File: config.mk
export PLATFORM = sky130hd
export DESIGN_NAME = mem_err_syndrome
export DESIGN_NICKNAME = d
export VERILOG_FILES = /design/src/rtl/mesr_pkg.sv /design/src/rtl/mesr_rst_sync.sv /design/src/rtl/mesr_sat_cnt.sv /design/src/rtl/mesr_arbiter.sv /design/src/rtl/mem_err_syndrome.sv
export SDC_FILE = /design/constraint.sdc
export NUM_CORES = 1
export LEC_CHECK = 0
export BUFFER_PORTS_ARGS = -buffer_cell sky130_fd_sc_hd__buf_4
export CAP_MARGIN = 25
export CORE_MARGIN = 10
export CORE_UTILIZATION = 25
export DETAILED_ROUTE_END_ITERATION = 12
export SYNTH_ARGS = -nofsm -noshare
export SYNTH_HDL_FRONTEND = slang
export SYNTH_SLANG_ARGS = --single-unit
File: constraint.sdc
create_clock -name clk -period 4.1 [get_ports clk]
set_clock_uncertainty 0.15 [all_clocks]
set_input_delay 0.82 -clock clk [delete_from_list [all_inputs] [get_ports clk]]
set_output_delay 0.82 -clock clk [all_outputs]
set_load 0.02 [all_outputs]
File: src/rtl/mesr_pkg.sv
package mesr_pkg;
  localparam int ID_W  = 7;
  localparam int WAY_W = 3;
  localparam int IDX_W = 12;
  localparam int CNT_W = 8;

  localparam logic [ID_W-1:0] FATAL_ID_DATA  = 7'h09;
  localparam logic [ID_W-1:0] FATAL_ID_DIRTY = 7'h0A;

  // bit positions of the 64-bit read word
  localparam int POS_FATAL = 63;
  localparam int POS_OTHER = 40;
  localparam int POS_REP   = 32;
  localparam int POS_VALID = 31;
  localparam int POS_ID    = 24;
  localparam int POS_WAY   = 18;
  localparam int POS_IDX   = 0;

  typedef struct packed {
    logic [ID_W-1:0]  id;
    logic [WAY_W-1:0] way;
    logic [IDX_W-1:0] idx;
  } err_loc_t;
endpackage

File: src/rtl/mesr_rst_sync.sv
module mesr_rst_sync (
  input  logic clk,
  input  logic rst_n,
  output logic rst_sync_n
);
  logic [1:0] stage_q;

  always_ff @(posedge clk or negedge rst_n) begin
    if (!rst_n) stage_q <= 2'b00;
    else        stage_q <= {stage_q[0], 1'b1};
  end

  assign rst_sync_n = stage_q[1];
endmodule

File: src/rtl/mesr_sat_cnt.sv
module mesr_sat_cnt #(
  parameter int W = 8
) (
  input  logic         clk,
  input  logic         rst_n,
  input  logic         clr,
  input  logic         inc,
  output logic [W-1:0] cnt
);
  localparam logic [W-1:0] MAX = {W{1'b1}};

  logic [W-1:0] cnt_q, cnt_d;
  logic         en;

  always_comb begin
    en    = clr | (inc & (cnt_q != MAX));
    cnt_d = clr ? '0 : cnt_q + 1'b1;
  end

  always_ff @(posedge clk or negedge rst_n) begin
    if (!rst_n)  cnt_q <= '0;
    else if (en) cnt_q <= cnt_d;
  end

  assign cnt = cnt_q;
endmodule

File: src/rtl/mesr_arbiter.sv
module mesr_arbiter
  import mesr_pkg::*;
#(
  parameter int NUM_PORTS = 4
) (
  input  logic [NUM_PORTS-1:0]     vld,
  input  logic [NUM_PORTS-1:0]     fatal,
  input  err_loc_t [NUM_PORTS-1:0] loc,
  input  err_loc_t                 stored,
  output logic                     any_err,
  output logic                     any_match,
  output logic                     any_miss,
  output logic                     any_fatal,
  output err_loc_t                 win_loc
);
  logic [NUM_PORTS-1:0] fat_ok;
  err_loc_t             low_loc, fat_loc;

  for (genvar p = 0; p < NUM_PORTS; p++) begin : g_qual
    assign fat_ok[p] = vld[p] & fatal[p] &
                       ((loc[p].id == FATAL_ID_DATA) | (loc[p].id == FATAL_ID_DIRTY));
  end

  // iterate downward so the lowest-numbered port is assigned last
  always_comb begin
    any_err   = 1'b0;
    any_match = 1'b0;
    any_miss  = 1'b0;
    any_fatal = 1'b0;
    low_loc   = '0;
    fat_loc   = '0;
    for (int p = NUM_PORTS - 1; p >= 0; p--) begin
      if (vld[p]) begin
        any_err = 1'b1;
        low_loc = loc[p];
        if (loc[p] == stored) any_match = 1'b1;
        else                  any_miss  = 1'b1;
      end
      if (fat_ok[p]) begin
        any_fatal = 1'b1;
        fat_loc   = loc[p];
      end
    end
    win_loc = any_fatal ? fat_loc : low_loc;
  end
endmodule

File: src/rtl/mem_err_syndrome.sv
module mem_err_syndrome
  import mesr_pkg::*;
#(
  parameter int NUM_PORTS = 4
) (
  input  logic                       clk,
  input  logic                       rst_n,
  input  logic [NUM_PORTS-1:0]       rpt_vld,
  input  logic [NUM_PORTS*ID_W-1:0]  rpt_id,
  input  logic [NUM_PORTS*WAY_W-1:0] rpt_way,
  input  logic [NUM_PORTS*IDX_W-1:0] rpt_idx,
  input  logic [NUM_PORTS-1:0]       rpt_fatal,
  input  logic                       wr_en,
  output logic [63:0]                rd_data
);
  logic rst_i_n;

  mesr_rst_sync u_rst (
    .clk        (clk),
    .rst_n      (rst_n),
    .rst_sync_n (rst_i_n)
  );

  err_loc_t [NUM_PORTS-1:0] loc_in;
  for (genvar p = 0; p < NUM_PORTS; p++) begin : g_unpack
    assign loc_in[p].id  = rpt_id [p*ID_W  +: ID_W];
    assign loc_in[p].way = rpt_way[p*WAY_W +: WAY_W];
    assign loc_in[p].idx = rpt_idx[p*IDX_W +: IDX_W];
  end

  logic     valid_q, valid_d, fatal_q, fatal_d;
  err_loc_t loc_q, loc_d;
  logic     any_err, any_match, any_miss, any_fatal;
  err_loc_t win_loc;

  mesr_arbiter #(.NUM_PORTS(NUM_PORTS)) u_arb (
    .vld       (rpt_vld),
    .fatal     (rpt_fatal),
    .loc       (loc_in),
    .stored    (loc_q),
    .any_err   (any_err),
    .any_match (any_match),
    .any_miss  (any_miss),
    .any_fatal (any_fatal),
    .win_loc   (win_loc)
  );

  logic             cnt_clr, inc_rep, inc_oth;
  logic [CNT_W-1:0] rep_cnt, oth_cnt;

  always_comb begin
    cnt_clr = wr_en | (~valid_q & any_err);
    inc_rep = ~wr_en & valid_q & any_match;
    inc_oth = ~wr_en & valid_q & any_miss;
  end

  mesr_sat_cnt #(.W(CNT_W)) u_rep (
    .clk (clk), .rst_n (rst_i_n), .clr (cnt_clr), .inc (inc_rep), .cnt (rep_cnt)
  );

  mesr_sat_cnt #(.W(CNT_W)) u_oth (
    .clk (clk), .rst_n (rst_i_n), .clr (cnt_clr), .inc (inc_oth), .cnt (oth_cnt)
  );

  // next state of the sticky bits and the recorded location
  always_comb begin
    valid_d = valid_q;
    fatal_d = fatal_q;
    loc_d   = loc_q;
    if (wr_en) begin
      valid_d = 1'b0;
      fatal_d = 1'b0;
      loc_d   = '0;
    end else if (!valid_q && any_err) begin
      valid_d = 1'b1;
      fatal_d = any_fatal;
      loc_d   = win_loc;
    end else if (valid_q && any_fatal) begin
      fatal_d = 1'b1;
      loc_d   = win_loc;
    end
  end

  always_ff @(posedge clk or negedge rst_i_n) begin
    if (!rst_i_n) begin
      valid_q <= 1'b0;
      fatal_q <= 1'b0;
      loc_q   <= '0;
    end else begin
      valid_q <= valid_d;
      fatal_q <= fatal_d;
      loc_q   <= loc_d;
    end
  end

  always_comb begin
    rd_data                              = '0;
    rd_data[POS_FATAL]                   = fatal_q;
    rd_data[POS_OTHER +: CNT_W]          = oth_cnt;
    rd_data[POS_REP   +: CNT_W]          = rep_cnt;
    rd_data[POS_VALID]                   = valid_q;
    rd_data[POS_ID    +: ID_W]           = loc_q.id;
    rd_data[POS_WAY   +: WAY_W]          = loc_q.way;
    rd_data[POS_IDX   +: IDX_W]          = loc_q.idx;
  end
endmodule

* Word level (Yosys, flattened, before mapping)
Cells that the tools add are included.
** Storage, ports and cells
- Register bits after elaboration :: 42
- Bits of input ports :: 99
** Operators by class
- Add/subtract/negate cells :: 2
- Equal/unequal tests :: 14
- Muxes and demuxes :: 43
- Bitwise logic cells :: 23
- Reduce and logical (&&, ||, !) cells :: 5
** Operators by type and width (count)
- two-way mux 22 bit :: 12
- == test 22 bit :: 4
- == test 7 x 4 -> 1 bit (second input constant) :: 8
- two-way mux 1 bit :: 29
- adder 8 x 1 -> 8 bit (second input constant) :: 2
- two-way mux 8 bit :: 2
- != test 8 bit (second input constant) :: 2
- AND 1 bit :: 14
- OR 1 bit :: 7
- nonzero test 3 bit :: 1
- logical AND 1 bit :: 2
- NOT 1 bit :: 2
- nonzero test 2 bit :: 1
- logical NOT 1 bit :: 1

* Depth between registers and ports, before layout
Gate-level depths: netlist of run 1.
- Depth after elaboration :: 12
- Depth in mapped cells :: 10
- Gate-level depth less buffers :: 7

* Modules after synthesis
A second synthesis of run 1 with hierarchy kept.
** Second synthesis, totals
- Cell total of the unflattened synthesis :: 583
- Area, all modules :: 4865.9 um^2
** Modules (own cells, without submodules)
- mesr_arbiter :: instances 1, cells an instance 349, area an instance 2426.1 um^2, sequential area each 0.0 um^2
- mem_err_syndrome :: instances 1, cells an instance 135, area an instance 1407.6 um^2, sequential area each 600.6 um^2
- mesr_sat_cnt :: instances 2, cells an instance 48, area an instance 489.2 um^2, sequential area each 200.2 um^2
- mesr_rst_sync :: instances 1, cells an instance 3, area an instance 53.8 um^2, sequential area each 50.0 um^2

* Worst setup path before layout of run 1
OpenSTA, ideal clock, no wires.
- Kind :: input-to-reg
- From :: input port rpt_id[5]
- To :: register loc_q, in the netlist rd_data[20]
- Library setup time :: 0.121 ns
- Arrival time :: 2.670 ns
- Required time :: 3.829 ns
- Slack :: 1.159 ns
- Stages :: 8
- Cell sequence :: or4b_1 > or4_4 > nand2_4 > or3_2 > buf_6 > a21oi_4 > buf_6 > a22o_1
** Between the ends
- Cells in the longest elaborated chain, start to end :: 8
- Elaborated cells between the ends (all ways) :: 12
- Those cells by class :: eq/ne (2); mux (6); bitwise (2); reduce/logical (2)
** Ends and longest elaborated chain
- start, declared :: RTL line mem_err_syndrome.sv:9 : input logic [NUM_PORTS*ID_W-1:0] rpt_id,
- == test 7 x 4 -> 1 bit :: RTL line mesr_arbiter.sv:21 : ((loc[p].id == FATAL_ID_DATA) | (loc[p].id == FATAL_ID_DIRTY));
- OR 1 bit (*) :: RTL line mesr_arbiter.sv:21
- AND 1 bit (*) :: RTL line mesr_arbiter.sv:20 : assign fat_ok[p] = vld[p] & fatal[p] &
- two-way mux 22 bit / two-way mux 1 bit (equally long branches) :: RTL line mesr_arbiter.sv:39 : if (fat_ok[p]) begin
- two-way mux 22 bit :: RTL line mesr_arbiter.sv:44 : win_loc = any_fatal ? fat_loc : low_loc;
- two-way mux 22 bit :: RTL line mem_err_syndrome.sv:78 : end else if (valid_q && any_fatal) begin
- two-way mux 22 bit :: RTL line mem_err_syndrome.sv:74 : end else if (!valid_q && any_err) begin
- two-way mux 22 bit :: RTL line mem_err_syndrome.sv:70 : if (wr_en) begin
- end signal, assigned :: RTL line mem_err_syndrome.sv:92 : loc_q <= loc_d;
- end, declared :: RTL line mem_err_syndrome.sv:32 : err_loc_t loc_q, loc_d;
Mark *: on every way between the ends. The rest lies on a longest branch, timed or not. The select of a mux whose other input is x is not followed.
A chain may end at the register's enable or synchronous reset.

* Worst setup path in the final report of run 1
- From :: input port rpt_id[5]
- To :: register loc_q, in the netlist rd_data[25]
The elaborated chain is that of the path after synthesis.

==> run summary, run 1 <==
### Power and ir drop
- 264 mW/mm² — power density over the cells
- 0.952 mW — total internal power
- 2.28 nW — total leakage power
- 32.1% — share of power burned in the clock network
- 134 µV — VDD IR max
- 33.6% — register share of total power
- 34.3% — Gate power share
- 1.47 mW — Design Power
- 0.515 mW — net switching power figure
- 35.1% — switching part of the total

### Clock network
- 0 — cts-stage hold buffer count
- 0.29 ns — Skew-Pair Late Insertion Delay
- 0 — Post CTS Setup Buffer Count
- 2 — # H-tree levels
- 5 — clock buffers created by TritonCTS
- sky130_fd_sc_hd__clkbuf_16 — Root Buffer Master
- 0.06 ns — clk slew on worst S/H paths
- 2 — Longest Clk Path Bufs
- built — CTS tree
- 42 — clk sink count
- 0 — cells resized by post-CTS repair

### Critical path
- simple AND/OR/NAND/NOR gates — top cell family by delay on the critical path
- buf_4, or4b_1, or4_4, nand2_4, or3_2, buf_4, o211ai_1, a32o_1 — worst path cell trace
- 1.21 ns — setup slack of the most critical reg-to-reg path
- sky130_fd_sc_hd__buf_4 — Most common cell on crit path
- sky130_fd_sc_hd__or4_4 — critical path's slowest cell
- 3.18 ns — data arrival time of the critical path
- 2 — number of buffers and inverters on the critical path
- 0.71 ns — Slowest Stage Delay on Critical Path
- 24 — maximum fanout along the worst path
- 4.13 ns — critical path required time
- input port — critical path launch point type
- register — Setup crit end kind
- input port to register — critical path type

### Finish
- 27.4% — ratio of cells with drive above 1 in the final layout
- 27.0% — Syn-to-layout area delta
- 723 — post-layout net count
- 0.00556 mm² — Final Instance Area
- 848 — non-filler instance count after layout
- 1825 — fill count
- 0 — diode count

### Synth
- 20.1% — Post-Synth Simple-Gate Area
- 100% — async set-reset flop share out of synthesis
- 525 — synthesized instance count
- 23.8% — complex-gate fraction of the synthesized area
- 18.6% — xor/xnor share of the synthesized area
- sky130_fd_sc_hd__dfrtp_1 (24%), sky130_fd_sc_hd__xnor2_1 (16%), sky130_fd_sc_hd__a221oi_1 (7.0%) — largest cells by area after synthesis
- 0.00438 mm² — post-synthesis instance area
- 0.572% — Adder-Cell Fraction of Synth Area
- 8.34 µm² — Avg Inst Size Synth
- 55 — library cells used by synthesis
- sky130_fd_sc_hd__xnor2_1 (78), sky130_fd_sc_hd__dfrtp_1 (42), sky130_fd_sc_hd__clkbuf_1 (38) — top cell types by occurrence after synthesis
- compound AO/OA/AOI/OAI gates — largest family of logic cells by synthesized area
- sky130_fd_sc_hd__dfrtp_1 — Top FF cell, synth
- 42 — synthesized flop and latch total
- sky130_fd_sc_hd__xnor2_1 — most frequently used cell type in the post-synthesis netlist
- 1.83% — share of synthesized area spent on multiplexers
- 24.0% — sequential-to-total area share from yosys stat
- 0 — Yosys Warn Count
- sky130_fd_sc_hd__dfrtp_1 — post-synthesis cell type with the largest combined area
- 24.0% — post-synth top area share
- 0 — number of enable flip-flop cells after synthesis

### GRT
- 14.8% — global-route usage over all layers
- 0 — antenna violations before repair
- 0 — residual overflow from global routing
- 27700 µm — first-pass GRT wire length
- 4571 — via count of the first global-routing pass
- 49 — maximum number of pins on one net before global-route repair

### Floorplan
- 0.0232 mm² — die area
- 25.4% — Initial Util
- 48 — Site Rows
- 0.0172 mm² — Core Area
- 152 µm — die extent in y
- 152 µm — horizontal extent of the die
- 163 — number of placed I/O pins

### Detailed routing
- 5.35 — Via-to-Cell Ratio
- 0 — post-route DRC violation count
- 454 — number of design-rule violations left by the first detailed-router iteration
- 18300 µm — Final Routed Wirelength
- 8320 µm — Routed met2 length
- 1430 µm — met3 wire length
- 5 — drt first pass iters
- met4 — max layer used
- 4534 — total via count after detailed routing
- 21.6 µm — post-DR wirelength/cell
- 8090 µm — post-route met1 wirelength
- 0 — final antenna-violating net count

### Timing
- 0.318 GHz — achievable clock frequency
- 3.15 ns — final period demand of the worst path
- 55.2% — Worst slew margin
- no — RSZ-0062 raised after global routing
- 0 — Final Setup Violations
- 0 — number of pins with negative max-slew slack in the final report
- 76.8% — final cycle utilization of the critical path
- 0.671 ns — measured slew at the worst slew-check pin
- 0 ns — sum of negative setup slack
- 0 — final count of hold timing violations
- 0.147 ns — worst hold-check slack

### Placed design
- 0.00539 mm² — total cell area at the placement stage
- 138 — port bufs
- 14500 µm — hpwl dp
- 840 — Placed Cells incl. Taps
- 0.917 — GP Congestion

### Outcome
- complete, no violations — outcome

### Job
- 0 — max_cap viols

### Min path
- input port to async pin — Tightest Hold Check Type

cells in the final DEF, fill, tap and decap left out, drive strengths merged, types with 6 or more instances in the layout:
| master | instances |
|---|---|
| dfrtp | 42 |
| nand4 | 25 |
| mux2i | 8 |
| nand2 | 28 |
| o21ai | 7 |
| xnor2 | 78 |
| inv | 6 |
| a221oi | 35 |
| conb | 25 |
| o22ai | 30 |
| a22o | 16 |
| nor3 | 23 |
| xor2 | 15 |
| buf | 147 |
| a21oi | 27 |
| nand3 | 10 |
| nor2 | 13 |
| nor2b | 23 |
| nor4 | 9 |
power by group through the flow:
stage          Combinational [mW]  Sequential (mW)  Clock (mW)
6_report                    0.503            0.492       0.471
5_1_grt                     0.540            0.497       0.491
4_1_cts                     0.501            0.492       0.477
3_5_place_dp                0.498            0.499           0
3_3_place_gp                0.497            0.499           0
2_1_floorplan               0.307            0.488           0
cell type report:
type / count / area [µm²] / share of cell area (%)
Clock inverter: 3 / 43.8 / 0.788
Timing Repair Buffer: 147 / 1100 / 19.9
Sequential cell: 42 / 1050 / 18.9
Clock buffer: 5 / 125 / 2.25
Multi-Input combinational cell: 421 / 2930 / 52.8
Inverter: 5 / 18.8 / 0.338
Tap cell: 225 / 282 / 5.07
registers in the layout, indices dropped and copies added (netlist names):
| signal | cells |
|---|---|
| rd_data | 22 |
| valid_q | 1 |
| u_rst.stage_q | 2 |
| fatal_q | 1 |
| u_oth.cnt | 8 |
| u_rep.cnt | 8 |
path summary, 6_finish.rpt:
path	start	endpoint	cells after the start
setup / recovery	rpt_id[5]	rd_data[25]	8
max in group asynchronous	u_rst.stage_q[1]	u_rep.cnt[3]	1
hold / removal	rst_n	u_rst.stage_q[1]	1
hold reg to reg	u_rst.stage_q[1]	u_oth.cnt[4]	1
setup reg to reg	rd_data[29]	u_oth.cnt[7]	7
min in group clk	u_rst.stage_q[0]	u_rst.stage_q[1]	0
worst register-to-register path, stage by stage (launching register included):
cell,delay [ns]
sky130_fd_sc_hd__dfrtp_1,0.50
sky130_fd_sc_hd__xnor2_1,0.29
sky130_fd_sc_hd__nand4_1,0.19
sky130_fd_sc_hd__nor4_1,0.50
sky130_fd_sc_hd__a21boi_0,0.16
sky130_fd_sc_hd__o41a_1,0.60
sky130_fd_sc_hd__a31o_1,0.29
sky130_fd_sc_hd__a21oi_1,0.12
logic make-up after synthesis:
group                    count (synthesis)
flip-flops                              42
AO/OA/AOI/OAI                          141
buffers and inverters                   85
AND/OR/NAND/NOR                        152
adder cells (fa/ha/maj)                  2
multiplexers                             8
other                                    2
XOR/XNOR                                93
metrics by stage:
stage | setup WS, ns | utilization, %
2_1_floorplan | 1.16 | -
6_report | 0.953 | 32.2
4_1_cts | 0.978 | 32.2
3_5_place_dp | 0.674 | 31.3
5_1_grt | 0.863 | 32.2
3_3_place_gp | 0.723 | 31.3
per-layer routing:
layer	GRT usage [%]	up-vias
met5	0	-
met4	4.81	0
met3	3.98	29
met2	23.2	245
met1	19.3	2160
li1	-	2100
Power figures use the tool's default switching activity.
==> inputs of run 2 (changes only) <==
==> constraint.sdc (replaced) <==
create_clock -name clk -period 2.6 [get_ports clk]
set_clock_uncertainty 0.15 [all_clocks]
set_input_delay 0.52 -clock clk [delete_from_list [all_inputs] [get_ports clk]]
set_output_delay 0.52 -clock clk [all_outputs]
set_load 0.02 [all_outputs]
==> run summary, run 2 (synthesized netlist as in run 1, its figures left out) <==
### Clock network
- 0.29 ns — Skew-Pair Late Insertion Delay, about the same
- 0.07 ns — clk slew on worst S/H paths, about the same
- 2 — Longest Clk Path Bufs, unchanged
- 2 — # H-tree levels, unchanged
- built — CTS tree
- sky130_fd_sc_hd__clkbuf_16 — Root Buffer Master
- 42 — clk sink count, unchanged
- 5 — clock buffers created by TritonCTS, unchanged

### Detailed routing
- 19400 µm — Final Routed Wirelength, +5.9%
- 366 — number of design-rule violations left by the first detailed-router iteration, -19%
- 5.13 — Via-to-Cell Ratio, -4.0%
- 5 — drt first pass iters, unchanged
- 0 — final antenna-violating net count, unchanged
- 4886 — total via count after detailed routing, +7.8%
- 0 — post-route DRC violation count, unchanged
- 20.4 µm — post-DR wirelength/cell, -5.7%

### Placed design
- 936 — Placed Cells incl. Taps, +11%
- 0.996 — GP Congestion, +8.7%
- 15900 µm — hpwl dp, +9.7%
- 138 — port bufs, unchanged

### Finish
- 1760 — fill count, -3.6%
- 0.00311 mm² — multi-input logic area, +6.0%
- 827 — post-layout net count, +14%
- 22 — max FFs per register, unchanged
- 952 — non-filler instance count after layout, +12%
- 49.9% — Syn-to-layout area delta
- sky130_fd_sc_hd__buf_4 (243), sky130_fd_sc_hd__xnor2_1 (67), sky130_fd_sc_hd__a221oi_1 (35) — commonest non-fill, non-tap cells in the layout
- 0 — diode count, unchanged
- sky130_fd_sc_hd__buf_4 — commonest non-fill, non-tap cell in the layout
- 0.00106 mm² — Sequential cell area, +0.95%
- 41.5% — ratio of cells with drive above 1 in the final layout, +14 points

### GRT
- 5084 — via count of the first global-routing pass, +11%
- 15.9% — global-route usage over all layers, +1.1 points
- 0 — antenna violations before repair, unchanged
- 29700 µm — first-pass GRT wire length, +7.0%
- 0 — residual overflow from global routing, unchanged
- 41 — maximum number of pins on one net before global-route repair, -16%

### Critical path
- 9 — cell depth of the worst flop-to-flop path, +2
- 2.60 ns — data arrival time of the critical path, -0.58 ns
- register — Setup crit end kind
- 2.67 ns — critical path required time, -1.46 ns
- register to register — critical path type
- register — critical path launch point type
- 5 — maximum fanout along the worst path, -79%

### Floorplan
- 0.0232 mm² — die area, unchanged
- 152 µm — horizontal extent of the die, unchanged
- 0.0172 mm² — Core Area, unchanged
- 48 — Site Rows, unchanged
- 25.4% — Initial Util, unchanged
- 163 — number of placed I/O pins, unchanged
- 152 µm — die extent in y, unchanged

### Job
- 0 — max_cap viols, unchanged

### Timing
- 0.395 GHz — achievable clock frequency
- 97.5% — final cycle utilization of the critical path
- 0.557 ns — measured slew at the worst slew-check pin, -0.115 ns
- 0 — final count of hold timing violations, unchanged
- 62.9% — Worst slew margin, +7.7 points
- 0 — number of pins with negative max-slew slack in the final report, unchanged
- yes — RSZ-0062 raised after global routing
- 0.167 ns — worst hold-check slack, +0.0196 ns
- 0 ns — sum of negative setup slack, unchanged
- 2.53 ns — final period demand of the worst path
- 0 — Final Setup Violations, unchanged

### Power and ir drop
- 227 µV — VDD IR max, +69%
- 370 mW/mm² — power density over the cells, +40%
- 2.88 nW — total leakage power, +26%

### Min path
- register to async pin — Tightest Hold Check Type

### Outcome
- complete, no violations — outcome

-- run 2: cell types whose count changed in the layout (fill, tap and decap cells not counted), moves of 2 or more --
| cell | delta |
|---|---|
| sky130_fd_sc_hd__dfrtp_2 | +8 |
| sky130_fd_sc_hd__buf_4 | +96 |
| sky130_fd_sc_hd__nor4_1 | -5 |
| sky130_fd_sc_hd__a21boi_2 | +2 |
| sky130_fd_sc_hd__xnor2_2 | +10 |
| sky130_fd_sc_hd__buf_12 | +5 |
| sky130_fd_sc_hd__dfrtp_1 | -8 |
| sky130_fd_sc_hd__nor4_2 | +3 |
| sky130_fd_sc_hd__nor4_4 | +2 |
| sky130_fd_sc_hd__a21boi_0 | -3 |
| sky130_fd_sc_hd__xnor2_1 | -11 |
-- run 2: stage by stage --
step	instance area, µm²	power (mW)	util [%]	setup WS, ns
floorplan	4470	1.25	-	-0.0401
global placement	6180	1.72	35.8	-0.286
detailed placement	6180	1.72	35.8	-0.316
CTS	6420	2.40	37.3	0.00462
global route	6560	2.54	38.1	-0.0439
finish	6560	2.43	38.1	0.0659
-- run 2: where the power goes --
| part | leakage, nW | switching [mW] | internal [mW] |
|---|---|---|---|
| Clock | 0.0698 | 0.292 | 0.356 |
| Combinational | 2.26 | 0.521 | 0.502 |
| Sequential | 0.549 | 0.0640 | 0.691 |
-- run 2: timing repair --
item,in CTS,in global routing
endpoints found under the setup margin,9,14
hold buffers,1,0
gates resized for setup,10,27
gates cloned,1,0
pin swaps,5,10
buffers inserted,3,3
endpoints found under the hold margin,2,0
-- run 2: path summary, 6_finish.rpt --
path	from	end	slack, ns
max reg2reg	rd_data[6]	u_oth.cnt[6]	0.07
min reg2reg	u_rst.stage_q[1]	u_oth.cnt[4]	0.17
max	rd_data[6]	u_oth.cnt[6]	0.07
min	u_rst.stage_q[1]	u_oth.cnt[4]	0.17
min in group clk	u_rst.stage_q[0]	u_rst.stage_q[1]	0.21
max in group asynchronous	u_rst.stage_q[1]	rd_data[11]	1.72
-- run 2: critical path, cell delays in order, from the launching register on --
cell	delay, ns
sky130_fd_sc_hd__dfrtp_1	0.40
sky130_fd_sc_hd__buf_4	0.15
sky130_fd_sc_hd__xnor2_2	0.18
sky130_fd_sc_hd__nand4_1	0.13
sky130_fd_sc_hd__nor4_2	0.29
sky130_fd_sc_hd__buf_4	0.15
sky130_fd_sc_hd__a21boi_1	0.10
sky130_fd_sc_hd__o41a_1	0.54
sky130_fd_sc_hd__a31o_1	0.25
sky130_fd_sc_hd__a21oi_1	0.11
-- run 2: area by class of cell --
class,instances,area share (%)
Timing Repair Buffer,250,29.6
Inverter,5,0.286
Multi-Input combinational cell,422,47.4
Clock buffer,5,1.91
Sequential cell,42,16.2
Clock inverter,3,0.324
Tap cell,225,4.29
-- run 2: layer usage --
| metal | routed length [µm] | part of all wire [%] | up-vias | GRT usage, % |
|---|---|---|---|---|
| li1 | - | - | 2305 | - |
| met2 | 8990 | 46 | 238 | 25.4 |
| met1 | 8350 | 43 | 2310 | 20.2 |
| met3 | 1530 | 7.9 | 33 | 3.95 |
| met5 | 0 | 0 | - | 0 |
| met4 | 541 | 2.8 | 0 | 6.10 |
